File: src/rtl/therm_seg_pkg.sv
package therm_seg_pkg;
  localparam int unsigned DEF_NCOL = 4;
  localparam int unsigned DEF_CW   = 64;

  typedef struct packed {
    logic msb;
    logic lsb;
  } inv_ctl_t;
endpackage

File: src/rtl/therm_col_enc.sv
module therm_col_enc #(
  parameter int unsigned CW = 64,
  localparam int unsigned PW = $clog2(CW)
) (
  input  logic [CW-1:0] bits_i,
  output logic          full_o,
  output logic [PW-1:0] pos_o
);
  assign full_o = bits_i[CW-1];

  // highest set bit below the top wins; resolves bubbles
  always_comb begin
    pos_o = '0;
    for (int i = 0; i < int'(CW) - 1; i++) begin
      if (bits_i[i]) pos_o = PW'(i + 1);
    end
  end
endmodule

File: src/rtl/therm_col_merge.sv
module therm_col_merge #(
  parameter int unsigned NCOL = 4,
  parameter int unsigned PW   = 6,
  localparam int unsigned CSW = $clog2(NCOL),
  localparam int unsigned OW  = CSW + PW
) (
  input  logic [NCOL-1:0]         full_i,
  input  logic [NCOL-1:0][PW-1:0] pos_i,
  output logic [OW-1:0]           code_o,
  output logic                    ovr_o
);
  logic [CSW-1:0] act;

  // lowest non-full column is active
  always_comb begin
    act   = '0;
    ovr_o = 1'b1;
    for (int c = int'(NCOL) - 1; c >= 0; c--) begin
      if (!full_i[c]) begin
        act   = CSW'(c);
        ovr_o = 1'b0;
      end
    end
  end

  assign code_o = ovr_o ? '1 : {act, pos_i[act]};
endmodule

File: src/rtl/therm_out_stage.sv
module therm_out_stage
  import therm_seg_pkg::*;
#(
  parameter int unsigned OW = 8
) (
  input  logic          clk_i,
  input  logic          rst_ni,
  input  logic [OW-1:0] code_i,
  input  logic          ovr_i,
  input  inv_ctl_t      inv_i,
  input  logic          vld_i,
  output logic [OW-1:0] data_o,
  output logic          ovr_o,
  output logic          valid_o
);
  logic [OW-1:0] flip;

  assign flip = {inv_i.msb, {(OW-1){inv_i.lsb}}};

  always_ff @(posedge clk_i or negedge rst_ni) begin
    if (!rst_ni) begin
      data_o  <= '0;
      ovr_o   <= 1'b0;
      valid_o <= 1'b0;
    end else begin
      data_o  <= code_i ^ flip;
      ovr_o   <= ovr_i;
      valid_o <= vld_i;
    end
  end
endmodule

File: src/rtl/therm_seg_enc.sv
module therm_seg_enc
  import therm_seg_pkg::*;
#(
  parameter int unsigned NCOL = DEF_NCOL,
  parameter int unsigned CW   = DEF_CW,
  localparam int unsigned TW  = NCOL * CW,
  localparam int unsigned PW  = $clog2(CW),
  localparam int unsigned OW  = $clog2(NCOL) + PW
) (
  input  logic          clk_i,
  input  logic          rst_ni,
  input  logic [TW-1:0] comp_i,
  input  logic          msb_inv_i,
  input  logic          lsb_inv_i,
  output logic [OW-1:0] data_o,
  output logic          ovr_o,
  output logic          valid_o
);
  // rising-edge capture
  logic [TW-1:0] comp_q;
  inv_ctl_t      inv_q;
  logic          cap_v;

  always_ff @(posedge clk_i or negedge rst_ni) begin
    if (!rst_ni) begin
      comp_q <= '0;
      inv_q  <= '0;
      cap_v  <= 1'b0;
    end else begin
      comp_q <= comp_i;
      inv_q  <= '{msb: msb_inv_i, lsb: lsb_inv_i};
      cap_v  <= 1'b1;
    end
  end

  // column encoders and falling-edge column latches
  logic [NCOL-1:0]         full_c, full_l;
  logic [NCOL-1:0][PW-1:0] pos_c,  pos_l;
  inv_ctl_t                inv_l;
  logic                    lat_v;

  for (genvar c = 0; c < NCOL; c++) begin : g_col
    therm_col_enc #(.CW(CW)) u_enc (
      .bits_i (comp_q[c*CW +: CW]),
      .full_o (full_c[c]),
      .pos_o  (pos_c[c])
    );

    always_ff @(negedge clk_i or negedge rst_ni) begin
      if (!rst_ni) begin
        full_l[c] <= 1'b0;
        pos_l[c]  <= '0;
      end else begin
        full_l[c] <= full_c[c];
        pos_l[c]  <= pos_c[c];
      end
    end
  end

  always_ff @(negedge clk_i or negedge rst_ni) begin
    if (!rst_ni) begin
      inv_l <= '0;
      lat_v <= 1'b0;
    end else begin
      inv_l <= inv_q;
      lat_v <= cap_v;
    end
  end

  logic [OW-1:0] code;
  logic          ovr;

  therm_col_merge #(.NCOL(NCOL), .PW(PW)) u_merge (
    .full_i (full_l),
    .pos_i  (pos_l),
    .code_o (code),
    .ovr_o  (ovr)
  );

  therm_out_stage #(.OW(OW)) u_out (
    .clk_i   (clk_i),
    .rst_ni  (rst_ni),
    .code_i  (code),
    .ovr_i   (ovr),
    .inv_i   (inv_l),
    .vld_i   (lat_v),
    .data_o  (data_o),
    .ovr_o   (ovr_o),
    .valid_o (valid_o)
  );
endmodule

File: config.mk
export PLATFORM = sky130hd
export DESIGN_NAME = therm_seg_enc
export DESIGN_NICKNAME = d
export VERILOG_FILES = /design/src/rtl/therm_seg_pkg.sv /design/src/rtl/therm_col_enc.sv /design/src/rtl/therm_col_merge.sv /design/src/rtl/therm_out_stage.sv /design/src/rtl/therm_seg_enc.sv
export SDC_FILE = /design/constraint.sdc
export NUM_CORES = 1
export LEC_CHECK = 0
export CORE_ASPECT_RATIO = 0.9
export CORE_MARGIN = 5
export CORE_UTILIZATION = 35
export DETAILED_ROUTE_END_ITERATION = 10
export DONT_BUFFER_PORTS = 1
export PLACE_DENSITY = 0.59
export SLEW_MARGIN = 20
export SYNTH_ARGS = -nofsm -noshare
export SYNTH_HDL_FRONTEND = slang
export SYNTH_SLANG_ARGS = --single-unit
File: constraint.sdc
create_clock -name clk_i -period 2.9 [get_ports clk_i]
set_clock_uncertainty 0.05 [all_clocks]
set_input_delay 0.87 -clock clk_i [delete_from_list [all_inputs] [get_ports clk_i]]
set_output_delay 0.87 -clock clk_i [all_outputs]
set_load 0.005 [all_outputs]
==> impl_table.tex <==
\begin{tabular}{lr}
\hline
Metric & Value \\
\hline
\multicolumn{2}{l}{\textbf{Synth}} \\
\quad Post-Synthesis Cell Area & 10730 sq um \\
\quad Area share of and/or/nand/nor cells after synthesis & 14.14\% \\
\quad FF+latch count, synth & 300 \\
\quad Post-Synthesis Cells & 864 \\
\quad Sequential-to-total area share from yosys stat & 70.00\% \\
\quad Most numerous cell in the Yosys netlist & dfrtp\_1 \\
\quad Proportion of netlist area held by the largest area contributor & 62.76\% \\
\quad Mapped Avg Cell Area & 12.41 sq um \\
\quad Synth cell types & 50 \\
\quad Share of synthesized area spent on multiplexers & 1.260\% \\
\quad Synth top area cells & dfrtp\_1 63\%, dfrtn\_1 7.2\%, nor2\_1 4.2\% \\
\quad Main combinational cell family by area after synthesis & simple AND/OR/NAND/NOR gates \\
\quad Commonest cells post-synth & 269 x dfrtp\_1, 119 x nor2\_1, 63 x nor4\_1, 49 x inv\_1 \\
\quad Dominant register cell in the synthesized netlist & dfrtp\_1 \\
\quad Number of enable-type register cells in the synthesized netlist & 0 \\
\quad Syn nets & 1124 \\
\quad Area fraction in compound gates after synthesis & 12.06\% \\
\quad Post-synthesis share of cell area spent on xor and xnor gates & 0.6533\% \\
\quad Synthesis Warnings & 0 \\
\quad Cell type with the highest aggregate area in the netlist & dfrtp\_1 \\
\quad Share of flip-flops with an asynchronous set or reset after synthesis & 100.0\% \\
\quad Arithmetic-cell share of the synthesized area counting full adders, half adders and majority gates & 0\% \\
\multicolumn{2}{l}{\textbf{Routing}} \\
\quad DRC violation total after the first TritonRoute iteration & 369 \\
\quad Per-cell routed wire length & 19.24 um \\
\quad Residual antenna-violating net count after detailed routing & 0 \\
\quad Total wire length & 30.01 mm \\
\quad Via density per instance & 5.033 \\
\quad Initial DRT Pass Iterations & 5 \\
\quad DRC violations left & 0 \\
\quad Via count & 7851 \\
\multicolumn{2}{l}{\textbf{Die}} \\
\quad Number of rows created at floorplan & 60 \\
\quad Effective utilization at floorplan & 35.63\% \\
\quad Boundary pin count & 270 \\
\quad Core area & 30100 sq um \\
\quad Die area & 34250 sq um \\
\quad Die width & 194.5 um \\
\quad Die Span Y & 176.1 um \\
\multicolumn{2}{l}{\textbf{Clocking}} \\
\quad Clk Latency, worst-skew pair & 0.52 ns \\
\quad Total CTS buffers & 34 \\
\quad Clock slew at reported path FFs & 0.06 ns \\
\quad Maximum number of buffers from clock root to sink & 3 \\
\quad Library cell used as clock root buffer & clkbuf\_16 \\
\quad Number of sinks driven by the clock tree & 300 \\
\quad H-tree depth & 2 \\
\quad CTS tree & yes \\
\multicolumn{2}{l}{\textbf{Setup path}} \\
\quad Critical path required time & 1.93 ns \\
\quad FF-to-FF setup slack & -0.34 ns \\
\quad Worst reg2reg path depth & 6 \\
\quad Reg-to-reg endpoint & pos\_l[6] \\
\quad CP startpoint kind & register \\
\quad Setup CP Type & register to register \\
\quad Data arrival time of the critical path & 2.27 ns \\
\quad Critical R2R Launch & comp\_q[125] \\
\quad Peak fanout along the critical path & 2 \\
\quad Critical path endpoint category & register \\
\multicolumn{2}{l}{\textbf{Power}} \\
\quad Total leakage power & 6.255 nW \\
\quad Reported net switching power & 2.141 mW \\
\quad Clock network fraction of design power & 45.8\% \\
\quad Total power after layout & 9.526 mW \\
\quad Fraction of power consumed by sequential logic & 48.2\% \\
\quad Maximum vdd drop & 0.0007357 V \\
\quad Internal Power & 7.386 mW \\
\quad Pwr Density & 632.4 nW/um\^{}2 \\
\quad Part of the total power dissipated in combinational logic & 6.0\% \\
\quad Switching share of power & 22.47\% \\
\multicolumn{2}{l}{\textbf{Global route}} \\
\quad Number of antenna violations at the first check in global routing & 14 \\
\quad Largest net degree at the start of global routing & 301 \\
\quad Wire length of the first global-routing pass & 45.53 mm \\
\quad Via count of the first global-routing pass & 8209 \\
\quad Overflow left after global routing & 0 \\
\quad Tot GR Track Use & 16.66\% \\
\multicolumn{2}{l}{\textbf{STA}} \\
\quad Unrepaired setup endpoints after global routing & yes \\
\quad Least-Margin Pin Slew & 0.6164 ns \\
\quad Number of failing hold endpoints at the final stage & 0 \\
\quad Slew Viols, Final & 0 \\
\quad Summed negative setup slack over all endpoints & -5.226 ns \\
\quad Setup violators final & 25 \\
\quad Headroom to the max-slew limit & 58.90\% \\
\quad Final worst-path setup slack & -0.3404 ns \\
\multicolumn{2}{l}{\textbf{Layout}} \\
\quad Share of final-layout standard cells stronger than drive strength 1 & 36.17\% \\
\quad Sequential cell area & 7510 sq um \\
\quad Post-synthesis to final-layout area growth & 40.46\% \\
\quad Fin nets & 1385 \\
\quad Filler Cells Inserted & 2593 \\
\quad Final design utilization & 50.04\% \\
\quad Multi-input gate area in the final layout & 3925 sq um \\
\multicolumn{2}{l}{\textbf{Flow run}} \\
\quad Maxcap violations & 0 \\
\multicolumn{2}{l}{\textbf{Run status}} \\
\quad Failing checks & negative setup slack \\
\quad Outcome & finished, violations left \\
\multicolumn{2}{l}{\textbf{Placed design}} \\
\quad Gpl congestion & 0.8427 \\
\quad Number of I/O port buffers & 0 \\
\quad HPWL after detailed placement & 21.51 mm \\
\multicolumn{2}{l}{\textbf{Worst hold path}} \\
\quad Worst hold path class & input port to asynchronous set/reset pin \\
\hline
\end{tabular}
-- power by group through the flow --
| stage | Combinational [mW] | Clock, mW | Sequential (mW) |
|---|---|---|---|
| after floorplan | 0.189 | 0 | 4.61 |
| after global placement | 0.462 | 0 | 4.64 |
| after detailed placement | 0.468 | 0 | 4.64 |
| after CTS | 0.508 | 4.51 | 4.58 |
| after global routing | 0.623 | 4.71 | 4.62 |
| final | 0.572 | 4.36 | 4.59 |
-- flip-flops by register name, summed over array words and instances (netlist names) --
name           count
pos_l             24
comp_q           256
u_out.ovr_o        1
inv_q              2
full_l             4
u_out.data_o       8
inv_l              2
cap_v              1
u_out.valid_o      1
lat_v              1
-- what timing repair did --
item,in CTS,in global routing
pin swaps,41,43
endpoints found under the setup margin,30,30
hold endpoints to repair,148,35
resized for setup,79,89
buffers inserted,5,7
-- final cells by class --
cell class              instances  share of cell area [%]
clock buffers                  45                   6.262
clock inverters                16                   1.370
inverters                      52                   1.296
well taps                     403                   3.347
multi-input cells             511                   26.05
repair buffers                226                   11.70
flip-flops and latches        300                   49.85
diodes                          7                  0.1163
-- routing by layer --
metal,up-vias,routed length [um],track usage (%),share of wire (%)
li1,3701,-,-,-
met4,10,711,4.364,2.4
met3,59,1948,5.190,6.5
met1,3864,13100,22.69,44
met5,-,56,0,0.19
met2,217,14190,26.16,47
-- stage by stage --
stage / cell area (sq um) / setup WS [ns] / cells / hold slack (ns)
6_report: 15060 / -0.3404 / 1560 / 0.03039
3_3_place_gp: 12950 / -0.4775 / 1483 / 0.5342
3_5_place_dp: 12950 / -0.5248 / 1483 / 0.5361
5_1_grt: 15050 / -0.4607 / 1556 / 0.005115
2_1_floorplan: 10820 / -0.2636 / 864 / 0.5244
4_1_cts: 14510 / -0.3928 / 1547 / -0.01839
-- worst max path at each step --
stage,startpoint,to,slack (ns),cells past startpoint
floorplan,comp_q[149],pos_l[14],-0.26,6
global placement,comp_q[44],pos_l[0],-0.48,7
global route,comp_q[135],pos_l[12],-0.46,6
finish,comp_q[125],pos_l[6],-0.34,6
CTS,comp_q[174],pos_l[12],-0.39,6
detailed placement,comp_q[134],pos_l[12],-0.52,5
-- kinds of logic (layout without fill, tap and decap cells) --
| kind of cell | Yosys count | in the layout |
|---|---|---|
| AND/OR/NAND/NOR | 312 | 312 |
| buffers and inverters | 53 | 339 |
| flip-flops | 300 | 300 |
| multiplexers | 6 | 6 |
| AO/OA/AOI/OAI | 184 | 184 |
| other | 1 | 8 |
| XOR/XNOR | 8 | 8 |
-- critical path, stage by stage, from the launching register on --
cell      delay (ns)
dfrtp_1         0.38
or4_4           0.55
a21oi_4         0.15
nand2_2         0.08
a311oi_2        0.29
nand4_1         0.11
o211ai_1        0.20
-- layout by cell type (no fill, tap or decap), types with 21 or more instances in the layout --
cell type / count
nor2_1: 100
dfrtp_1: 267
a21oi_1: 39
dfrtn_1: 31
nor4_1: 26
nor3_1: 23
clkbuf_16: 35
inv_1: 49
nor4_2: 21
nand2_1: 32
buf_4: 210
Power figures use the tool's default switching activity.
